`src/rtl/dirc_pkg.sv`:
```
package dirc_pkg;
  typedef enum logic [1:0] {OP_RD = 2'd0, OP_WR = 2'd1, OP_WB = 2'd2} req_op_e;
  typedef enum logic [1:0] {M_DATA = 2'd0, M_INV = 2'd1, M_FETCH = 2'd2, M_FINV = 2'd3} msg_op_e;
  typedef enum logic [1:0] {E_UNC = 2'd0, E_SHD = 2'd1, E_EXC = 2'd2} ent_st_e;
  typedef enum logic [1:0] {F_IDLE = 2'd0, F_COLLECT = 2'd1, F_REPLY = 2'd2} fsm_e;
endpackage

```
`src/rtl/dir_store.sv`:
```
module dir_store import dirc_pkg::*; #(
  parameter int NODES  = 4,
  parameter int BLOCKS = 4,
  localparam int BW = (BLOCKS > 1) ? $clog2(BLOCKS) : 1
) (
  input  logic             clk_i,
  input  logic             rst_ni,
  input  logic [BW-1:0]    blk_i,
  output ent_st_e          st_o,
  output logic [NODES-1:0] sh_o,
  input  logic             we_i,
  input  ent_st_e          st_i,
  input  logic [NODES-1:0] sh_i
);
  ent_st_e          st_q [BLOCKS];
  logic [NODES-1:0] sh_q [BLOCKS];

  always_ff @(posedge clk_i or negedge rst_ni) begin
    if (!rst_ni) begin
      for (int b = 0; b < BLOCKS; b++) begin
        st_q[b] <= E_UNC;
        sh_q[b] <= '0;
      end
    end else if (we_i) begin
      for (int b = 0; b < BLOCKS; b++) begin
        if (blk_i == BW'(b)) begin
          st_q[b] <= st_i;
          sh_q[b] <= sh_i;
        end
      end
    end
  end

  assign st_o = st_q[blk_i];
  assign sh_o = sh_q[blk_i];
endmodule

```
`src/rtl/dir_pick.sv`:
```
module dir_pick #(
  parameter int N = 4,
  localparam int NW = (N > 1) ? $clog2(N) : 1
) (
  input  logic [N-1:0]  vec_i,
  output logic [NW-1:0] idx_o
);
  // lowest set bit wins
  always_comb begin
    idx_o = '0;
    for (int i = N - 1; i >= 0; i--) begin
      if (vec_i[i]) idx_o = NW'(i);
    end
  end
endmodule

```
`src/rtl/dir_ack_ctr.sv`:
```
module dir_ack_ctr #(
  parameter int CW = 3
) (
  input  logic          clk_i,
  input  logic          rst_ni,
  input  logic          load_i,
  input  logic [CW-1:0] load_val_i,
  input  logic          dec_i,
  output logic [CW-1:0] cnt_o
);
  always_ff @(posedge clk_i or negedge rst_ni) begin
    if (!rst_ni)                    cnt_o <= '0;
    else if (load_i)                cnt_o <= load_val_i;
    else if (dec_i && cnt_o != '0)  cnt_o <= cnt_o - CW'(1);
  end
endmodule

```
`src/rtl/dir_ctrl.sv`:
```
module dir_ctrl import dirc_pkg::*; #(
  parameter int NODES  = 4,
  parameter int BLOCKS = 4,
  localparam int NW = (NODES > 1) ? $clog2(NODES) : 1,
  localparam int BW = (BLOCKS > 1) ? $clog2(BLOCKS) : 1,
  localparam int CW = $clog2(NODES + 1)
) (
  input  logic          clk_i,
  input  logic          rst_ni,
  input  logic          req_valid_i,
  output logic          req_ready_o,
  input  logic [1:0]    req_op_i,
  input  logic [NW-1:0] req_node_i,
  input  logic [BW-1:0] req_blk_i,
  input  logic          ack_valid_i,
  output logic          msg_valid_o,
  input  logic          msg_ready_i,
  output logic [1:0]    msg_op_o,
  output logic [NW-1:0] msg_node_o,
  output logic [BW-1:0] msg_blk_o
);
  fsm_e             fsm_q;
  req_op_e          op_q;
  msg_op_e          mop_q, mop_nx;
  logic [NW-1:0]    node_q, pick_idx;
  logic [BW-1:0]    blk_q, rd_blk;
  logic [NODES-1:0] tgt_q, tgt_nx, rd_sh, req_oh, node_oh_q, wr_sh;
  logic [CW-1:0]    ack_cnt, tgt_cnt;
  ent_st_e          rd_st, wr_st;
  logic             accept, is_rw, st_we, msg_hs;

  assign req_ready_o = (fsm_q == F_IDLE);
  assign accept      = req_valid_i && req_ready_o;
  assign is_rw       = (req_op_i == OP_RD) || (req_op_i == OP_WR);
  assign rd_blk      = req_ready_o ? req_blk_i : blk_q;
  assign req_oh      = NODES'(1) << req_node_i;
  assign node_oh_q   = NODES'(1) << node_q;
  assign msg_hs      = msg_valid_o && msg_ready_i;

  dir_store #(.NODES(NODES), .BLOCKS(BLOCKS)) u_store (
    .clk_i, .rst_ni, .blk_i(rd_blk), .st_o(rd_st), .sh_o(rd_sh),
    .we_i(st_we), .st_i(wr_st), .sh_i(wr_sh)
  );

  dir_pick #(.N(NODES)) u_pick (.vec_i(tgt_q), .idx_o(pick_idx));

  dir_ack_ctr #(.CW(CW)) u_ack (
    .clk_i, .rst_ni, .load_i(accept && is_rw), .load_val_i(tgt_cnt),
    .dec_i(ack_valid_i), .cnt_o(ack_cnt)
  );

  // copies to remove or downgrade, requester excluded
  always_comb begin
    tgt_nx = '0;
    mop_nx = M_INV;
    if (rd_st == E_EXC && is_rw) begin
      tgt_nx = rd_sh & ~req_oh;
      mop_nx = (req_op_i == OP_RD) ? M_FETCH : M_FINV;
    end else if (rd_st == E_SHD && req_op_i == OP_WR) begin
      tgt_nx = rd_sh & ~req_oh;
    end
    tgt_cnt = '0;
    for (int i = 0; i < NODES; i++) tgt_cnt = tgt_cnt + CW'(tgt_nx[i]);
  end

  always_comb begin
    st_we = 1'b0;
    wr_st = E_UNC;
    wr_sh = '0;
    if (accept && req_op_i == OP_WB && rd_st == E_EXC && rd_sh[req_node_i]) begin
      st_we = 1'b1;
    end else if (fsm_q == F_REPLY && msg_ready_i) begin
      st_we = 1'b1;
      if (op_q == OP_RD) begin
        wr_st = E_SHD;
        wr_sh = rd_sh | node_oh_q;
      end else begin
        wr_st = E_EXC;
        wr_sh = node_oh_q;
      end
    end
  end

  always_ff @(posedge clk_i or negedge rst_ni) begin
    if (!rst_ni) begin
      fsm_q  <= F_IDLE;
      op_q   <= OP_RD;
      mop_q  <= M_INV;
      node_q <= '0;
      blk_q  <= '0;
      tgt_q  <= '0;
    end else begin
      unique case (fsm_q)
        F_IDLE: if (accept && is_rw) begin
          op_q   <= req_op_e'(req_op_i);
          mop_q  <= mop_nx;
          node_q <= req_node_i;
          blk_q  <= req_blk_i;
          tgt_q  <= tgt_nx;
          fsm_q  <= (tgt_nx != '0) ? F_COLLECT : F_REPLY;
        end
        F_COLLECT: begin
          if (msg_hs) tgt_q[pick_idx] <= 1'b0;
          if (tgt_q == '0 && ack_cnt == '0) fsm_q <= F_REPLY;
        end
        F_REPLY: if (msg_ready_i) fsm_q <= F_IDLE;
        default: fsm_q <= F_IDLE;
      endcase
    end
  end

  always_comb begin
    msg_valid_o = 1'b0;
    msg_op_o    = M_DATA;
    msg_node_o  = node_q;
    msg_blk_o   = blk_q;
    if (fsm_q == F_COLLECT && tgt_q != '0) begin
      msg_valid_o = 1'b1;
      msg_op_o    = mop_q;
      msg_node_o  = pick_idx;
    end else if (fsm_q == F_REPLY) begin
      msg_valid_o = 1'b1;
    end
  end
endmodule

```
`config.mk`:
```
export PLATFORM = sky130hd
export DESIGN_NAME = dir_ctrl
export DESIGN_NICKNAME = d
export VERILOG_FILES = /design/src/rtl/dirc_pkg.sv /design/src/rtl/dir_store.sv /design/src/rtl/dir_pick.sv /design/src/rtl/dir_ack_ctr.sv /design/src/rtl/dir_ctrl.sv
export SDC_FILE = /design/constraint.sdc
export NUM_CORES = 1
export LEC_CHECK = 0
export BUFFER_PORTS_ARGS = -buffer_cell sky130_fd_sc_hd__buf_2
export CORE_ASPECT_RATIO = 0.7
export CORE_MARGIN = 2
export CORE_UTILIZATION = 50
export DETAILED_ROUTE_END_ITERATION = 12
export PLACE_DENSITY = 0.71
export SLEW_MARGIN = 10
export SYNTH_ARGS = -nofsm -noshare
export SYNTH_HDL_FRONTEND = slang
export SYNTH_SLANG_ARGS = --single-unit
```
`constraint.sdc`:
```
create_clock -name clk_i -period 4.25 [get_ports clk_i]
set_input_delay 0.6375 -clock clk_i [delete_from_list [all_inputs] [get_ports clk_i]]
set_output_delay 0.6375 -clock clk_i [all_outputs]
set_load 0.03 [all_outputs]
```
==> results.md <==
- CP cell instances: or4b_1 > o31a_1 > a2bb2oi_1 > and4_1 > o21bai_2 > or2_1 > inv_1 > fa_1 > ha_1 > ha_1 > nand2_1 > o21ai_0
- Cts repair resizes: 0
- Root buf cell: clkbuf_8
- Grt total ovfl: 0
- Synthesis-stage register bit count: 41
- Vias in the first global route: 1,617
- Distinct cells, synth: 52
- Leakage: roughly 0.0012 uW
- Antenna Violating Nets Remaining: 0
- Hold Path Class: primary input to asynchronous set/reset pin
- IO Pins: 19
- Rows: 21
- Worst vdd ir: between 0.0004 and 0.0005 V
- Crit Path Category: flop to flop
- CP max stage delay: around 0.67 ns
- Fin crit period: 3.68 ns
- CTS H-Tree Depth: 2
- Tot Pwr: between 2000 and 2500 uW
- Startpoint types: flop
- Maximum root-to-sink buffer count: 2
- Final instance area: approximately 2600 um^2
- DP Area: between 2000 and 3000 um^2
- Ys async rst share: 1.00
- Area growth syn-to-layout: 10.1%
- Antenna violations before repair: 0
- Die ar.: between 5000 and 6000 um^2
- Final Cycle Share: 0.867
- Netlist Area Pre-Place: 2410 um^2
- Max_cap viols: 0
- Crit path DAT: between 3 and 4 ns
- Post-synthesis xor/xnor area fraction: 0.00728
- Final hold vios: 0
- Pins Over Slew Limit: 0
- Hold Buf Count CTS: 0
- Share of layout cells above drive strength 1: 0.172
- Main synth FF type: dfrtp_1
- CP dominant cell by count: ha_1
- Drt first-iter violations: 222
- Die W: 86.9 um
- Largest net degree at the start of global routing: between 40 and 50
- Vias: ~1,900
- Clk slew on worst S/H paths: 0.08 ns
- RSZ-0062 raised after global routing: no
- Synth Warn #: 0
- CTS tree: yes
- Worst EP required: between 4 and 5 ns
- Min Hold Slack: ~0.47 ns
- Num CTS Buffers: 5
- Clock skew: roughly 0.013 ns
- Post-synth EDFFs: 0
- Post-Synth Adder-Cell Area: 0.0343
- WL/cell: between 15 and 20 um
- First-pass GRT wire length: 8720 um
- DR vias/cell: approximately 5.7
- Clock sinks: 41
- Layout Cells excl Fill: 330
- CP delay by family, top: compound AO/OA/AOI/OAI gates
- Post-synthesis mux area share: 0.0577
- Die height: 62.0 um
- Total negative slack: 0 ns
- Least-Margin Pin Slew: between 1 and 1.5 ns
- Core area: roughly 4700 um^2
- Port buffer count: 18
- Syn Inst Count: about 250
- # DRC: 0
- Ant. Diodes: 0
- Slowest stage cell on the critical path: dfrtp_1
- Status: complete, no violations
- Syn nets: 269
- Compound-Gate Fraction of Synth Area: 0.258
- # Post-CTS Setup Buffers: 0
- Register area share after synthesis: 0.427
- Crit path max fanout: 12
- Syn_area_per_cell: 9.55 um^2
- Final #Nets: approximately 290
- Post-Route WL: 5600 um
- Worst-Skew Late Latency: slightly below 0.3 ns
- Pre-antenna DRT Iters: 5
- Placed Cells: about 320
- Critical Path Sink Type: flop
- Max-Slew Margin vs Limit: 0.308
- Final Setup Violations: 0
- WP buf/inv: 1
- Initial core utilization: 0.512
- PD cells: approximately 830 nW/um^2
- Gr usage total: 0.219
- Gpl congestion: 0.896
- HPWL Detailed: just over 4000 um
- Simple-gate share of the synthesized area: 0.148
- F_max: 0.271 GHz
- Largest family of logic cells by synthesized area: compound AO/OA/AOI/OAI gates
## routing by layer
layer / global-route usage / routed length [um]
met4: 0.0335 / 21
met1: 0.364 / 2920
met2: 0.289 / 2310
met5: 0 / 0
met3: 0.0476 / 354
## stage by stage
step,setup slack (ns),utilization
floorplan,0.877,-
global placement,0.577,0.538
detailed placement,0.414,0.538
CTS,0.570,0.563
global route,0.340,0.563
finish,0.565,0.563
## sequential cells by signal, summed over array words and instances, names as in the netlist
register / cells
u_ack.cnt_o: 3
op_q: 2
u_store.sh_q: 16
mop_q: 2
tgt_q: 4
node_q: 2
msg_blk_o: 2
u_store.st_q: 8
fsm_q: 2
## final timing paths
path | start | endpoint | slack (ns) | depth (start not counted)
min in group clk_i | mop_q[1]$_DFFE_PN0P_ | mop_q[1]$_DFFE_PN0P_ | 0.48 | 2
hold reg to reg | mop_q[1]$_DFFE_PN0P_ | mop_q[1]$_DFFE_PN0P_ | 0.48 | 2
setup reg to reg | fsm_q[1]$_DFFE_PN0P_ | u_ack.cnt_o[1]$_DFFE_PN0P_ | 0.57 | 12
hold / removal | rst_ni | u_ack.cnt_o[0]$_DFFE_PN0P_ | 0.47 | 1
setup / recovery | fsm_q[1]$_DFFE_PN0P_ | u_ack.cnt_o[1]$_DFFE_PN0P_ | 0.57 | 12
max in group asynchronous | rst_ni | node_q[1]$_DFFE_PN0P_ | 3.19 | 1
## area by class of cell
type                       instances  area (um^2)
tap                               57         71.3
fill                             394         2050
clock inverter                     1         30.0
clock buffer                       7         86.3
inverter                          34          128
sequential                        41         1030
multi-input combinational        172         1220
timing repair buffer              18         90.1
## power breakdown
group	internal [uW]	leakage (uW)	total, uW	switching, uW
registers	575	0.000493	720	145
clock network	192	0.0000585	321	130
logic	426	0.000651	1160	731
total	1190	0.00120	2200	1010
## Yosys cell counts (2+ instances only)
library cell | n | share of area
dfrtp_1 | 40 | 0.42
inv_1 | 32 | 0.050
nand2_1 | 28 | 0.044
o21ai_0 | 22 | 0.046
o22ai_1 | 20 | 0.052
nor2_1 | 11 | 0.017
o21ai_1 | 11 | 0.023
a21oi_1 | 10 | 0.021
nand3_1 | 6 | 0.012
ha_1 | 5 | 0.026
a211oi_4 | 4 | 0.033
and2_1 | 4 | 0.010
mux4_2 | 4 | 0.037
nor3_1 | 4 | 0.0083
o211ai_1 | 4 | 0.012
nand2b_1 | 3 | 0.0078
a21oi_4 | 2 | 0.014
a22o_1 | 2 | 0.0073
buf_6 | 2 | 0.0094
clkbuf_1 | 2 | 0.0031
mux2i_1 | 2 | 0.0083
nor2b_1 | 2 | 0.0052
o21a_1 | 2 | 0.0062
o31a_1 | 2 | 0.0073
## placed cells by master (no fill, tap or decap), drive strengths merged, types with 2 or more instances in the layout
cell	Yosys	layout
dfrtp	40	40
ha	5	5
o211ai	5	5
nor2b	2	2
o21a	3	3
mux4	4	4
nand2	28	28
a22o	2	2
nand3	6	6
nor3	4	4
buf	3	18
a211oi	4	4
nor3b	2	2
a21oi	12	12
o22ai	20	20
mux2i	3	3
nand2b	3	3
or2	2	2
clkbuf	2	7
inv	33	33
o31a	2	2
o21ai	33	33
nor2	13	13
and2	4	4
## worst register-to-register path, cell delays in order (launching register included)
cell and delay (ns):
dfrtp_1 0.67, or4b_1 0.21, o31a_1 0.44, a2bb2oi_1 0.40, and4_1 0.30, o21bai_2 0.11
or2_1 0.28, inv_1 0.09, fa_1 0.39, ha_1 0.19, ha_1 0.26, nand2_1 0.05
o21ai_0 0.11
## logic make-up after synthesis
logic type                 Yosys count
and+or+nand+nor                     69
muxes                                8
buffers and inverters               39
xor gates and xnor gates             2
adders and majority gates            6
AOI/OAI and AO/OA                   87
DFF                                 41
Note: power is estimated with default switching activity, not from simulation.
